==> config.mk <==
export PLATFORM = sky130hd
export DESIGN_NAME = int_sched_steer
export DESIGN_NICKNAME = d
export VERILOG_FILES = /design/src/rtl/int_sched_steer.sv
export SDC_FILE = /design/constraint.sdc
export NUM_CORES = 1
export LEC_CHECK = 0
export CORE_MARGIN = 2
export CORE_UTILIZATION = 45
export CTS_CLUSTER_DIAMETER = 100
export DETAILED_ROUTE_END_ITERATION = 8
export GPL_ROUTABILITY_DRIVEN = 1
export PLACE_DENSITY = 0.73
export SLEW_MARGIN = 5
export SYNTH_ARGS = -nofsm -noshare
export SYNTH_HDL_FRONTEND = slang
export SYNTH_SLANG_ARGS = --single-unit
==> constraint.sdc <==
create_clock -name clk -period 44.4 [get_ports clk]
set_clock_uncertainty 0.2 [all_clocks]
set_input_delay 8.88 -clock clk [delete_from_list [all_inputs] [get_ports clk]]
set_output_delay 8.88 -clock clk [all_outputs]
set_load 0.05 [all_outputs]
==> src/rtl/int_sched_steer.sv <==
module int_sched_steer #(
  parameter int LANES = 4,
  parameter int QDEPTH = 28,
  localparam int OCCW = $clog2(QDEPTH + 1)
) (
  input  logic                clk,
  input  logic                rst_n,
  input  logic [LANES-1:0]    op_valid,
  input  logic [LANES*3-1:0]  op_class,
  input  logic [7:0]          q_drain,
  output logic [LANES-1:0]    disp_valid,
  output logic [LANES*2-1:0]  disp_qa,
  output logic [LANES*2-1:0]  disp_qb,
  output logic [LANES-1:0]    disp_pair,
  output logic [4*OCCW-1:0]   q_occ
);
  localparam int AW = $clog2(2 * LANES + 1);
  localparam logic [2:0] C_BR = 3'd2, C_PAC = 3'd3, C_PRED = 3'd4, C_MADD = 3'd5;

  logic [OCCW-1:0] occ [4];
  logic [OCCW-1:0] drn [4];
  logic [AW-1:0]   alloc [4];
  logic [1:0]      rr_q, rr_d, br_q, br_d;

  always_comb begin
    logic       blk, pair, fit;
    logic [1:0] qa, qb;
    logic [2:0] c;
    rr_d = rr_q;
    br_d = br_q;
    blk  = 1'b0;
    for (int q = 0; q < 4; q++) alloc[q] = '0;
    for (int i = 0; i < LANES; i++) begin
      c    = op_class[i*3 +: 3];
      qb   = 2'd0;
      pair = 1'b0;
      case (c)
        C_BR:          qa = br_d;
        C_PAC, C_PRED: qa = 2'd3;
        C_MADD: begin
          qa   = rr_d;
          qb   = rr_d + 2'd1;
          pair = 1'b1;
        end
        default:       qa = rr_d;
      endcase
      fit = (int'(occ[qa]) + int'(alloc[qa]) < QDEPTH) &&
            (!pair || (int'(occ[qb]) + int'(alloc[qb]) < QDEPTH));
      disp_valid[i]      = op_valid[i] && !blk && fit;
      disp_qa[i*2 +: 2]  = qa;
      disp_qb[i*2 +: 2]  = qb;
      disp_pair[i]       = pair;
      blk = blk || !disp_valid[i];
      if (disp_valid[i]) begin
        alloc[qa] = alloc[qa] + AW'(1);
        if (pair) alloc[qb] = alloc[qb] + AW'(1);
        case (c)
          C_BR:          br_d = (br_d == 2'd2) ? 2'd0 : br_d + 2'd1;
          C_PAC, C_PRED: ;
          C_MADD:        rr_d = rr_d + 2'd2;
          default:       rr_d = rr_d + 2'd1;
        endcase
      end
    end
  end

  always_comb begin
    for (int q = 0; q < 4; q++) begin
      drn[q] = OCCW'(q_drain[2*q]) + OCCW'(q_drain[2*q+1]);
      if (drn[q] > occ[q]) drn[q] = occ[q];
    end
  end

  always_ff @(posedge clk) begin
    if (!rst_n) begin
      rr_q <= '0;
      br_q <= '0;
      for (int q = 0; q < 4; q++) occ[q] <= '0;
    end else begin
      rr_q <= rr_d;
      br_q <= br_d;
      for (int q = 0; q < 4; q++) occ[q] <= occ[q] - drn[q] + OCCW'(alloc[q]);
    end
  end

  for (genvar q = 0; q < 4; q++) begin : g_q
    assign q_occ[q*OCCW +: OCCW] = occ[q];

    p_occ_cap_r8: assert property (@(posedge clk) disable iff (!rst_n)
      int'(occ[q]) <= QDEPTH);

    p_occ_hold_r8: assert property (@(posedge clk) disable iff (!rst_n)
      (disp_valid == '0 && q_drain[2*q +: 2] == 2'b00) |=> $stable(occ[q]));
  end

  for (genvar i = 0; i < LANES; i++) begin : g_lane
    p_branch_q_r4: assert property (@(posedge clk) disable iff (!rst_n)
      (disp_valid[i] && op_class[i*3 +: 3] == C_BR) |-> disp_qa[i*2 +: 2] != 2'd3);

    p_q3_only_r5: assert property (@(posedge clk) disable iff (!rst_n)
      (disp_valid[i] && (op_class[i*3 +: 3] == C_PAC || op_class[i*3 +: 3] == C_PRED))
        |-> disp_qa[i*2 +: 2] == 2'd3);

    p_madd_pair_r6: assert property (@(posedge clk) disable iff (!rst_n)
      (disp_valid[i] && op_class[i*3 +: 3] == C_MADD)
        |-> (disp_pair[i] && disp_qb[i*2 +: 2] == disp_qa[i*2 +: 2] + 2'd1));

    if (i > 0) begin : g_ord
      p_prefix_r3: assert property (@(posedge clk) disable iff (!rst_n)
        disp_valid[i] |-> disp_valid[i-1]);
    end
  end
endmodule

# Word-level counts from Yosys, hierarchy flattened
# Memory sizes are Yosys's and may differ from the RTL's.
# Index checks and enable logic that the tools add are counted.
# totals
reg_bits	4
mem_bits_rw	20
input_bits	26
output_inout_bits	44
wordCells	255
mem_count	1
# memory_table
memory	depth	word_bits	rd	rd_ports_with_merged_regs	write_ports	line	source
occ	4	5	12	0	4	20	logic [OCCW-1:0] occ [4];
# classes
n_addsub	40
order_cmp	28
n_eq_ne	20
n_mux	109
n_bitwise	13
reduce_logical	42
# op_table
cell	count
2-to-1 mux 16 bit	8
2-to-1 mux 4 bit	32
bitwise mux 16 bit	7
binary-select mux 4 bit (select 2 bit)	12
demux 4 bit (select 2 bit)	8
adder 5 x 4 -> 6 bit	8
< comparator 6 x 5 -> 1 bit, second input constant	8
2-to-1 mux 2 bit	20
2-to-1 mux 5 bit	8
adder 4 x 1 -> 4 bit, second input constant	8
one-hot mux 2 bit (2 select lines)	8
equality test 3 x 2 -> 1 bit, second input constant	8
equality test 3 bit, second input constant	8
greater-or-equal comparator 3 bit, second input constant	8
< comparator 3 x 1 -> 1 bit, second input constant	8
inverter 2 -> 3 bit	8
adder 5 x 4 -> 5 bit	4
greater-than comparator 2 x 5 -> 1 bit	4
subtractor 5 bit	4
logical AND 1 bit	19
adder 2 x 1 -> 2 bit, second input constant	8
AND 16 bit	1
OR reduction 3 bit	4
logical NOT 1 bit	9
7 further kinds	32

# Logic depth before layout (Yosys ltp)
# Gate-level depths: netlist (run 1).
# depth
word_depth	54
mapped_depth	72
mapped_depth_nobuf	64

# Worst setup path before layout (run 1)
# No wires, ideal clock.
# synth_timing
path_type	in2out
startpoint	input op_class[1]
endpoint	output disp_valid[3]
t_arrival_ns	22.012
required_ns	35.320
slack_ns	13.308
cell_stages	57
path_buffers	8
cell_sequence	buf_2 > nor3b_1 > o31ai_2 > inv_1 > nor2_1 > o22a_1 > buf_4 > nor3_1 > mux2i_1 > nand2_4 > inv_1 > clkbuf_1 > nor2_1 > a211oi_1 > a21oi_1 > ha_1 > inv_1 > o21ai_0 > (+21 left out) > o2bb2ai_1 > a221o_1 > or4_1 > a31o_2 > a2111oi_2 > o22ai_2 > o32ai_2 > inv_2 > clkbuf_1 > nand3_1 > o31ai_1 > or2_2 > ha_1 > o211ai_1 > nand3_1 > or4_4 > a31oi_4 > buf_2
# synth_via
elab_cells_between_ends	167
cone_classes	add/sub (21); order compare (20); eq/ne (6); mux (79); bitwise (9); reduce/logical (31); memory (1)
# synth_lines
element	line	source
from (decl)	9	input logic [LANES*3-1:0] op_class,
equality test 3 x 2 -> 1 bit or equality test 3 bit (tied branches)	37	case (c)
OR reduction 2 bit	-	
one-hot mux 2 bit (2 select lines) (*)	37	
via disp_qa[1]	12	output logic [LANES*2-1:0] disp_qa,
inverter 2 -> 3 bit (implied by the code)	47	fit = (int'(occ[qa]) + int'(alloc[qa]) < QDEPTH) &&
binary-select mux 4 bit (select 2 bit)	47	
2-to-1 mux 4 bit (implied by the code) (2 in a row)	47	
adder 5 x 4 -> 6 bit (*)	47	
(+5 left out)	-	
via disp_qa[3]	12	
(+10 left out)	-	
via disp_qa[4]	12	
(+10 left out)	-	
via disp_qa[7]	12	
inverter 2 -> 3 bit (implied by the code)	47	
binary-select mux 4 bit (select 2 bit)	47	
2-to-1 mux 4 bit (implied by the code) (2 in a row)	47	
adder 5 x 4 -> 6 bit (*)	47	
< comparator 6 x 5 -> 1 bit (*)	47	
logical AND 1 bit (*)	47	
logical AND 1 bit (*)	49	disp_valid[i] = op_valid[i] && !blk && fit;
to (decl)	11	output logic [LANES-1:0] disp_valid,
# The timed path passes the listed nets; every way through them passes the cells marked *. The select of a mux whose other input is x is not followed.

# Worst setup path after layout (run 1)
# layout_timing
startpoint	input op_class[1]
endpoint	output disp_valid[3]
# layout_via
elab_chain_cells	48
elab_cells_between_ends	167
cone_classes	add/sub (21); order compare (20); eq/ne (6); mux (79); bitwise (9); reduce/logical (31); memory (1)
# layout_lines
element	line	source
equality test 3 x 2 -> 1 bit or equality test 3 bit (tied branches)	37, 57	
OR reduction 2 bit	-	
one-hot mux 2 bit (2 select lines)	37	
inverter 2 -> 3 bit (implied by the code)	47, 55	
binary-select mux 4 bit (select 2 bit), or another cell as far along	47, 55	
2-to-1 mux 4 bit (implied by the code) or logical AND 1 bit (tied branches)	47, 55	
2-to-1 mux 4 bit (on tied branches)	47, 55	
adder 4 x 1 -> 4 bit or demux 4 bit (select 2 bit) (tied branches)	55	alloc[qa] = alloc[qa] + AW'(1);
(+31 left out)	-	
2-to-1 mux 16 bit or inverter 2 -> 3 bit (tied branches)	54, 48	
binary-select mux 4 bit (select 2 bit)	48	(!pair || (int'(occ[qb]) + int'(alloc[qb]) < QDEPTH));
2-to-1 mux 4 bit (implied by the code) (2 in a row)	48	
adder 5 x 4 -> 6 bit	48	
< comparator 6 x 5 -> 1 bit	48	
logical OR 1 bit	48	
logical AND 1 bit	47	
logical AND 1 bit (*)	49	
# Every way passes the cells marked *; elsewhere a longest branch is shown, timed or not. The select of a mux whose other input is x is not followed.

==> impl_metrics.py, run 1 <==
metrics = {
    "floorplan": {
        "die_w_um": 128,
        "die_height_um": 128,
        "coreArea_mm2": 0.0151,
        "die_area_mm2": 0.0163,
        "start_util": 0.456,
        "io_pins": 70,
        "rows": 45,
    },
    "synth": {
        "synth.avg_cell_area_um2": 6.91,
        "yosys_most_used_dff": "dfxtp_1",
        "ys_types": 99,
        "syn_area_mm2": 0.00689,
        "synth_seq_area_share": 0.0698,
        "ys_ff_latch": 24,
        "netlist_instances": 997,
        "synthArstFlopShare": 0,
        "yosysWarnings": 0,
        "synth_enable_flop_cells": 0,
    },
    "detailed_routing": {
        "dr.pass1.iters": 6,
        "wl_um": 25700,
        "vias_per_cell": 6.60,
        "avgRoutedWirePerCell_um": 20.8,
        "drc_errors": 0,
        "drtIter0Drc": 970,
        "dr_total_vias": 8186,
        "drtAntennaViolNets": 0,
    },
    "sta": {
        "hold_viol_final": 0,
        "fin_crit_sh": 0.747,
        "worstMarginPinSlew_ns": 1.17,
        "setup_viol_count_final": 0,
        "fin_hold_ws_ns": 0.662,
        "rsz0062_at_grt": "no",
        "max_freq_mhz": 30.1,
        "slew_headroom": 0.216,
        "finalCriticalPeriod_ns": 33.17,
        "setup_tns_ns": 0,
        "slew_viol_final": 0,
    },
    "pwr": {
        "p_int_w": 0.000249,
        "p_switching_w": 0.000369,
        "power_frac_comb": 0.870,
        "seq_power_share": 0.086,
        "sw_frac_of_total": 0.597,
        "power_density_mw_per_mm2": 78.3,
        "p_leak_nw": 3.26,
        "clkPwrFrac": 0.044,
        "peakVddDrop_mv": 0.0476,
    },
    "clock_network": {
        "cts_buffers": 3,
        "clk_pin_slew_ns": 0.07,
        "clock-sinks": 24,
        "cts_root_buffer": "clkbuf_16",
        "cts_resized": 0,
        "cts_tree": "built",
        "ctsHoldBuffers": 0,
        "cts-htree-levels": 1,
        "clock_latency_ns": 0.27,
        "post-cts-setup-buffers": 0,
        "cts_max_path_buffers": 2,
    },
    "setup_path": {
        "critical_path.top_delay_family": "compound AO/OA/AOI/OAI gates",
        "critPathMaxStageDelay_ns": 0.95,
        "crit_type": "in -> out",
        "rrSetupSlack_ns": 27.91,
        "end_kind": "output pin",
        "cp_max_fo": 24,
        "crit_path_start_kind": "input port",
        "r2r-start": "br_q[1]",
        "worstReg2RegEnd": "occ[1][4]",
        "reg2regPathDepth": 55,
        "cp_num_buf_inv": 6,
        "cp.arrival_ns": 24.09,
        "required_ns": 35.32,
        "cp_slowest_cell": "clkdlybuf4s50_1",
    },
    "final_layout": {
        "syn_to_final_growth_pct": 14.7,
        "num-nets-final": 1146,
        "drive_gt1_frac": 0.0656,
        "num_antenna_cells": 0,
    },
    "hold_path": {
        "holdPathEnd": "occ[3][4]",
        "min_from": "occ[3][4]",
        "min_path_type": "reg -> reg",
        "min_path_cells": 3,
    },
    "grt": {
        "antenna_found_initial": 0,
        "grt_pass1_vias": 7415,
        "grt_pass1_wl_um": 39800,
        "grt_max_degree": 25,
        "grt_usage": 0.308,
        "grt_overflow": 0,
    },
    "placed_design": {
        "place_congestion": 1.09,
        "hpwl_um": 20100,
        "port_buffers": 69,
    },
    "flow_run": {
        "drv_cap": 0,
    },
    "run_status": {
        "outcome": "complete, no violations",
    },
}
[synthesized netlist by cell type, types with 10 or more instances]
cell      count  area share
a211oi_1     14       0.015
a21oi_1      69       0.050
a22o_1       13       0.017
a22oi_1      18       0.020
a31oi_1      10      0.0091
and2_1       13       0.012
and3_1       10      0.0091
clkbuf_1     33       0.018
dfxtp_1      24       0.070
fa_1         16       0.047
ha_1         51       0.093
inv_1        61       0.033
mux2i_1      26       0.038
nand2_1     111       0.060
nand2b_1     15       0.014
nand3_1      30       0.022
nor2_1      108       0.059
nor2b_1      16       0.015
nor3_1       14       0.010
o211ai_1     11       0.012
o21ai_0      58       0.042
o22ai_1      24       0.022
or3_1        10      0.0091
xnor2_1      39       0.050
xor2_1       15       0.019
[tightest hold or removal path: stages (launching register included)]
cell	delay, ns
dfxtp_1	0.44
xor2_1	0.23
xnor2_1	0.07
nor2_1	0.08
[cells by family after synthesis]
kind of cell / share of synthesized area
flip-flops: 0.0698
other: 0.00109
AND/OR/NAND/NOR: 0.252
multiplexers: 0.0558
adder cells (fa/ha/maj): 0.139
buffers and inverters: 0.0632
AO/OA/AOI/OAI: 0.350
XOR/XNOR: 0.0687
[metal layers]
| layer | wire length (um) | track usage | up-vias |
|---|---|---|---|
| li1 | - | - | 3782 |
| met4 | 1510 | 0.171 | 0 |
| met5 | 0 | 0 | - |
| met1 | 10100 | 0.398 | 3725 |
| met2 | 11100 | 0.486 | 563 |
| met3 | 3060 | 0.0543 | 116 |
[power by group through the flow]
stage / clock, W / sequential [W] / combinational, W
after floorplan: 0 / 0.0000685 / 0.000376
after global placement: 0 / 0.0000530 / 0.000516
after detailed placement: 0 / 0.0000527 / 0.000524
after CTS: 0.0000274 / 0.0000527 / 0.000527
after global routing: 0.0000280 / 0.0000542 / 0.000585
final: 0.0000270 / 0.0000531 / 0.000538
[how the worst max path moves through the flow]
stage,from,to,slack [ns],depth (start not counted)
floorplan,op_class[1],disp_valid[3],13.31,57
global placement,op_class[1],disp_valid[3],12.03,49
detailed placement,op_class[1],disp_valid[3],11.53,49
CTS,op_class[1],disp_valid[3],11.51,49
global route,op_class[1],disp_valid[3],10.24,52
finish,op_class[1],disp_valid[3],11.23,49
[placed cells by master (no fill, tap or decap), drive strengths merged, types with 18 or more instances in the layout]
cell type | Yosys | final
xnor2 | 39 | 39
ha | 51 | 51
o22ai | 25 | 25
nand2 | 112 | 112
mux2i | 26 | 26
nand3 | 31 | 31
dfxtp | 24 | 24
a22oi | 18 | 18
a21oi | 69 | 69
o21ai | 69 | 69
inv | 64 | 64
clkdlybuf4s50 | 0 | 69
nor2 | 110 | 110
[per-stage QoR]
step / cell area (um^2) / instances / utilization / setup WS, ns / total power, W
2_1_floorplan: 6930 / 1008 / - / 13.31 / 0.000444
3_3_place_gp: 7790 / 1236 / 0.517 / 12.03 / 0.000569
3_5_place_dp: 7790 / 1236 / 0.517 / 11.53 / 0.000577
4_1_cts: 7900 / 1240 / 0.523 / 11.51 / 0.000607
5_1_grt: 7900 / 1240 / 0.523 / 10.24 / 0.000667
6_report: 7900 / 1240 / 0.523 / 11.23 / 0.000619
[cell type report]
type                       count  area (um^2)
inverter                      66          248
clock buffer                   3         75.1
multi-input combinational    873         6020
fill                        1527         7190
sequential                    24          480
clock inverter                 1         30.0
timing repair buffer          85          811
tap                          188          235
[sequential cells by signal, indices dropped and copies added (netlist names)]
register	cells
br_q	2
rr_q	2
occ	20
No activity file was read; power rests on OpenSTA's default activity.
==> run 2: changes to the inputs <==
- clock period: 44.4 -> 31.5 ns (I/O delays scaled with it)
==> run 2 against run 1 <==
- count of clock-buffer cells in the layout stayed put
- cell count did not move
- critical path depth stayed put
- worst setup slack lost 7.8 ns
- non-clock buffer count stayed put
- sequential share of layout area stayed put
- sequential power is 43% higher
- global-route usage shrank 0.091 points
- register-to-register slack got worse by 13 ns
- critical endpoint unchanged
==> impl_metrics.py, run 2 (same netlist as run 1, synthesis figures left out) <==
metrics = {
    "final_layout": {
        "largest_reg_flops": 20,
        "final_cells": 1240,
        "fin_util": 0.523,
        "top_regs": "occ x20, br_q x2, rr_q x2",
        "multiInputGateArea_mm2": 0.00602,
        "num-nets-final": 1146,
        "drive_gt1_frac": 0.0656,
        "fillers": 1514,
        "layout_common_cells": "nand2_1 (111), nor2_1 (108), a21oi_1 (69), clkdlybuf4s50_1 (69), inv_1 (61)",
        "num_antenna_cells": 0,
        "layout_commonest_cell": "nand2_1",
        "max_flop_register": "occ",
        "syn_to_final_growth_pct": 14.7,
        "seqCellArea_um2": 480,
    },
    "detailed_routing": {
        "drtAntennaViolNets": 0,
        "dr.pass1.iters": 7,
        "avgRoutedWirePerCell_um": 20.8,
        "vias_per_cell": 6.62,
        "wl_um": 25800,
        "drtIter0Drc": 943,
        "dr_total_vias": 8214,
        "drc_errors": 0,
    },
    "sta": {
        "fin_hold_ws_ns": 0.659,
        "max_freq_mhz": 35.6,
        "slew_viol_final": 0,
        "hold_viol_final": 0,
        "rsz0062_at_grt": "no",
        "finalCriticalPeriod_ns": 28.05,
        "setup_viol_count_final": 0,
        "slew_headroom": 0.277,
        "setup_tns_ns": 0,
        "setup_ws_ns": 3.45,
        "fin_crit_sh": 0.891,
        "worstMarginPinSlew_ns": 1.08,
    },
    "placed_design": {
        "port_buffers": 69,
        "place_congestion": 1.09,
        "dp_slack_ns": 3.91,
        "hpwl_um": 20100,
        "dp.cells": 1236,
    },
    "floorplan": {
        "coreArea_mm2": 0.0151,
        "die_w_um": 128,
        "start_util": 0.456,
        "die_area_mm2": 0.0163,
        "rows": 45,
        "io_pins": 70,
        "die_height_um": 128,
    },
    "setup_path": {
        "crit_type": "in -> out",
        "startpoint": "op_class[1]",
        "required_ns": 25.00,
        "critPathMaxStageDelay_ns": 0.95,
        "end_kind": "output pin",
        "cp_num_buf_inv": 6,
        "cp_slowest_cell": "clkdlybuf4s50_1",
        "cp_max_fo": 24,
        "r2r-start": "br_q[1]",
        "critical_path.top_delay_family": "compound AO/OA/AOI/OAI gates",
        "crit_path_start_kind": "input port",
        "cp.arrival_ns": 21.55,
    },
    "grt": {
        "antenna_found_initial": 0,
        "grt_max_degree": 25,
        "grt_usage": 0.307,
        "grt_pass1_vias": 7234,
        "grt_overflow": 0,
        "grt_pass1_wl_um": 39600,
    },
    "flow_run": {
        "drv_cap": 0,
    },
    "clock_network": {
        "cts_resized": 0,
        "cts_max_path_buffers": 2,
        "clock_latency_ns": 0.27,
        "cts_buffers": 3,
        "clock-sinks": 24,
        "clk_pin_slew_ns": 0.06,
        "cts_tree": "built",
        "cts-htree-levels": 1,
        "ctsHoldBuffers": 0,
        "post-cts-setup-buffers": 0,
        "cts_root_buffer": "clkbuf_16",
    },
    "pwr": {
        "power_density_mw_per_mm2": 111,
        "p_leak_nw": 3.26,
        "peakVddDrop_mv": 0.0743,
    },
    "run_status": {
        "outcome": "complete, no violations",
    },
    "hold_path": {
        "min_from": "occ[3][4]",
        "min_path_type": "reg -> reg",
    },
}
-- run 2: worst register-to-register path, delay by kind of cell (launching register included) --
family,cells,cell delay [ns]
AOI/OAI and AO/OA,25,7.42
xor gates and xnor gates,1,0.13
adders and majority gates,6,2.30
buffers and inverters,5,0.94
DFF,1,0.44
muxes,3,1.15
and+or+nand+nor,15,3.94
-- run 2: worst paths after layout --
check                  end  cells past startpoint  slack [ns]
max          disp_valid[3]                     49        3.45
min              occ[3][4]                      3        0.66
max reg2reg      occ[1][4]                     55       14.88
min reg2reg      occ[3][4]                      3        0.66
-- run 2: layout make-up --
class | count | area share
Inverter | 66 | 0.0314
Timing Repair Buffer | 85 | 0.103
Multi-Input combinational cell | 873 | 0.762
Clock buffer | 3 | 0.00950
Clock inverter | 1 | 0.00380
Tap cell | 188 | 0.0298
Sequential cell | 24 | 0.0608
-- run 2: per-layer routing --
| metal | wire length, um | GRT usage | vias to the layer above |
|---|---|---|---|
| met5 | 0 | 0 | - |
| met4 | 1330 | 0.142 | 0 |
| met3 | 3220 | 0.0538 | 123 |
| met2 | 11200 | 0.479 | 615 |
| met1 | 10100 | 0.413 | 3688 |
| li1 | - | - | 3788 |
-- run 2: through the flow --
stage	cell area, um^2	total power (W)
6_report	7900	0.000873
5_1_grt	7900	0.000939
4_1_cts	7900	0.000854
3_5_place_dp	7790	0.000811
3_3_place_gp	7790	0.000802
2_1_floorplan	6930	0.000626
-- run 2: power breakdown --
group	total, W	switching [W]	internal (W)
Clock	0.0000381	0.0000128	0.0000253
Sequential	0.0000757	0.0000314	0.0000443
Combinational	0.000760	0.000478	0.000282
Total	0.000873	0.000522	0.000351
==> run 3: changes to the inputs <==
- CTS_CLUSTER_SIZE: unset -> 25
- SLEW_MARGIN: 5 -> unset
==> results of run 3 <==
Same layout as run 2: the final DEF is identical, and so are final timing and power.
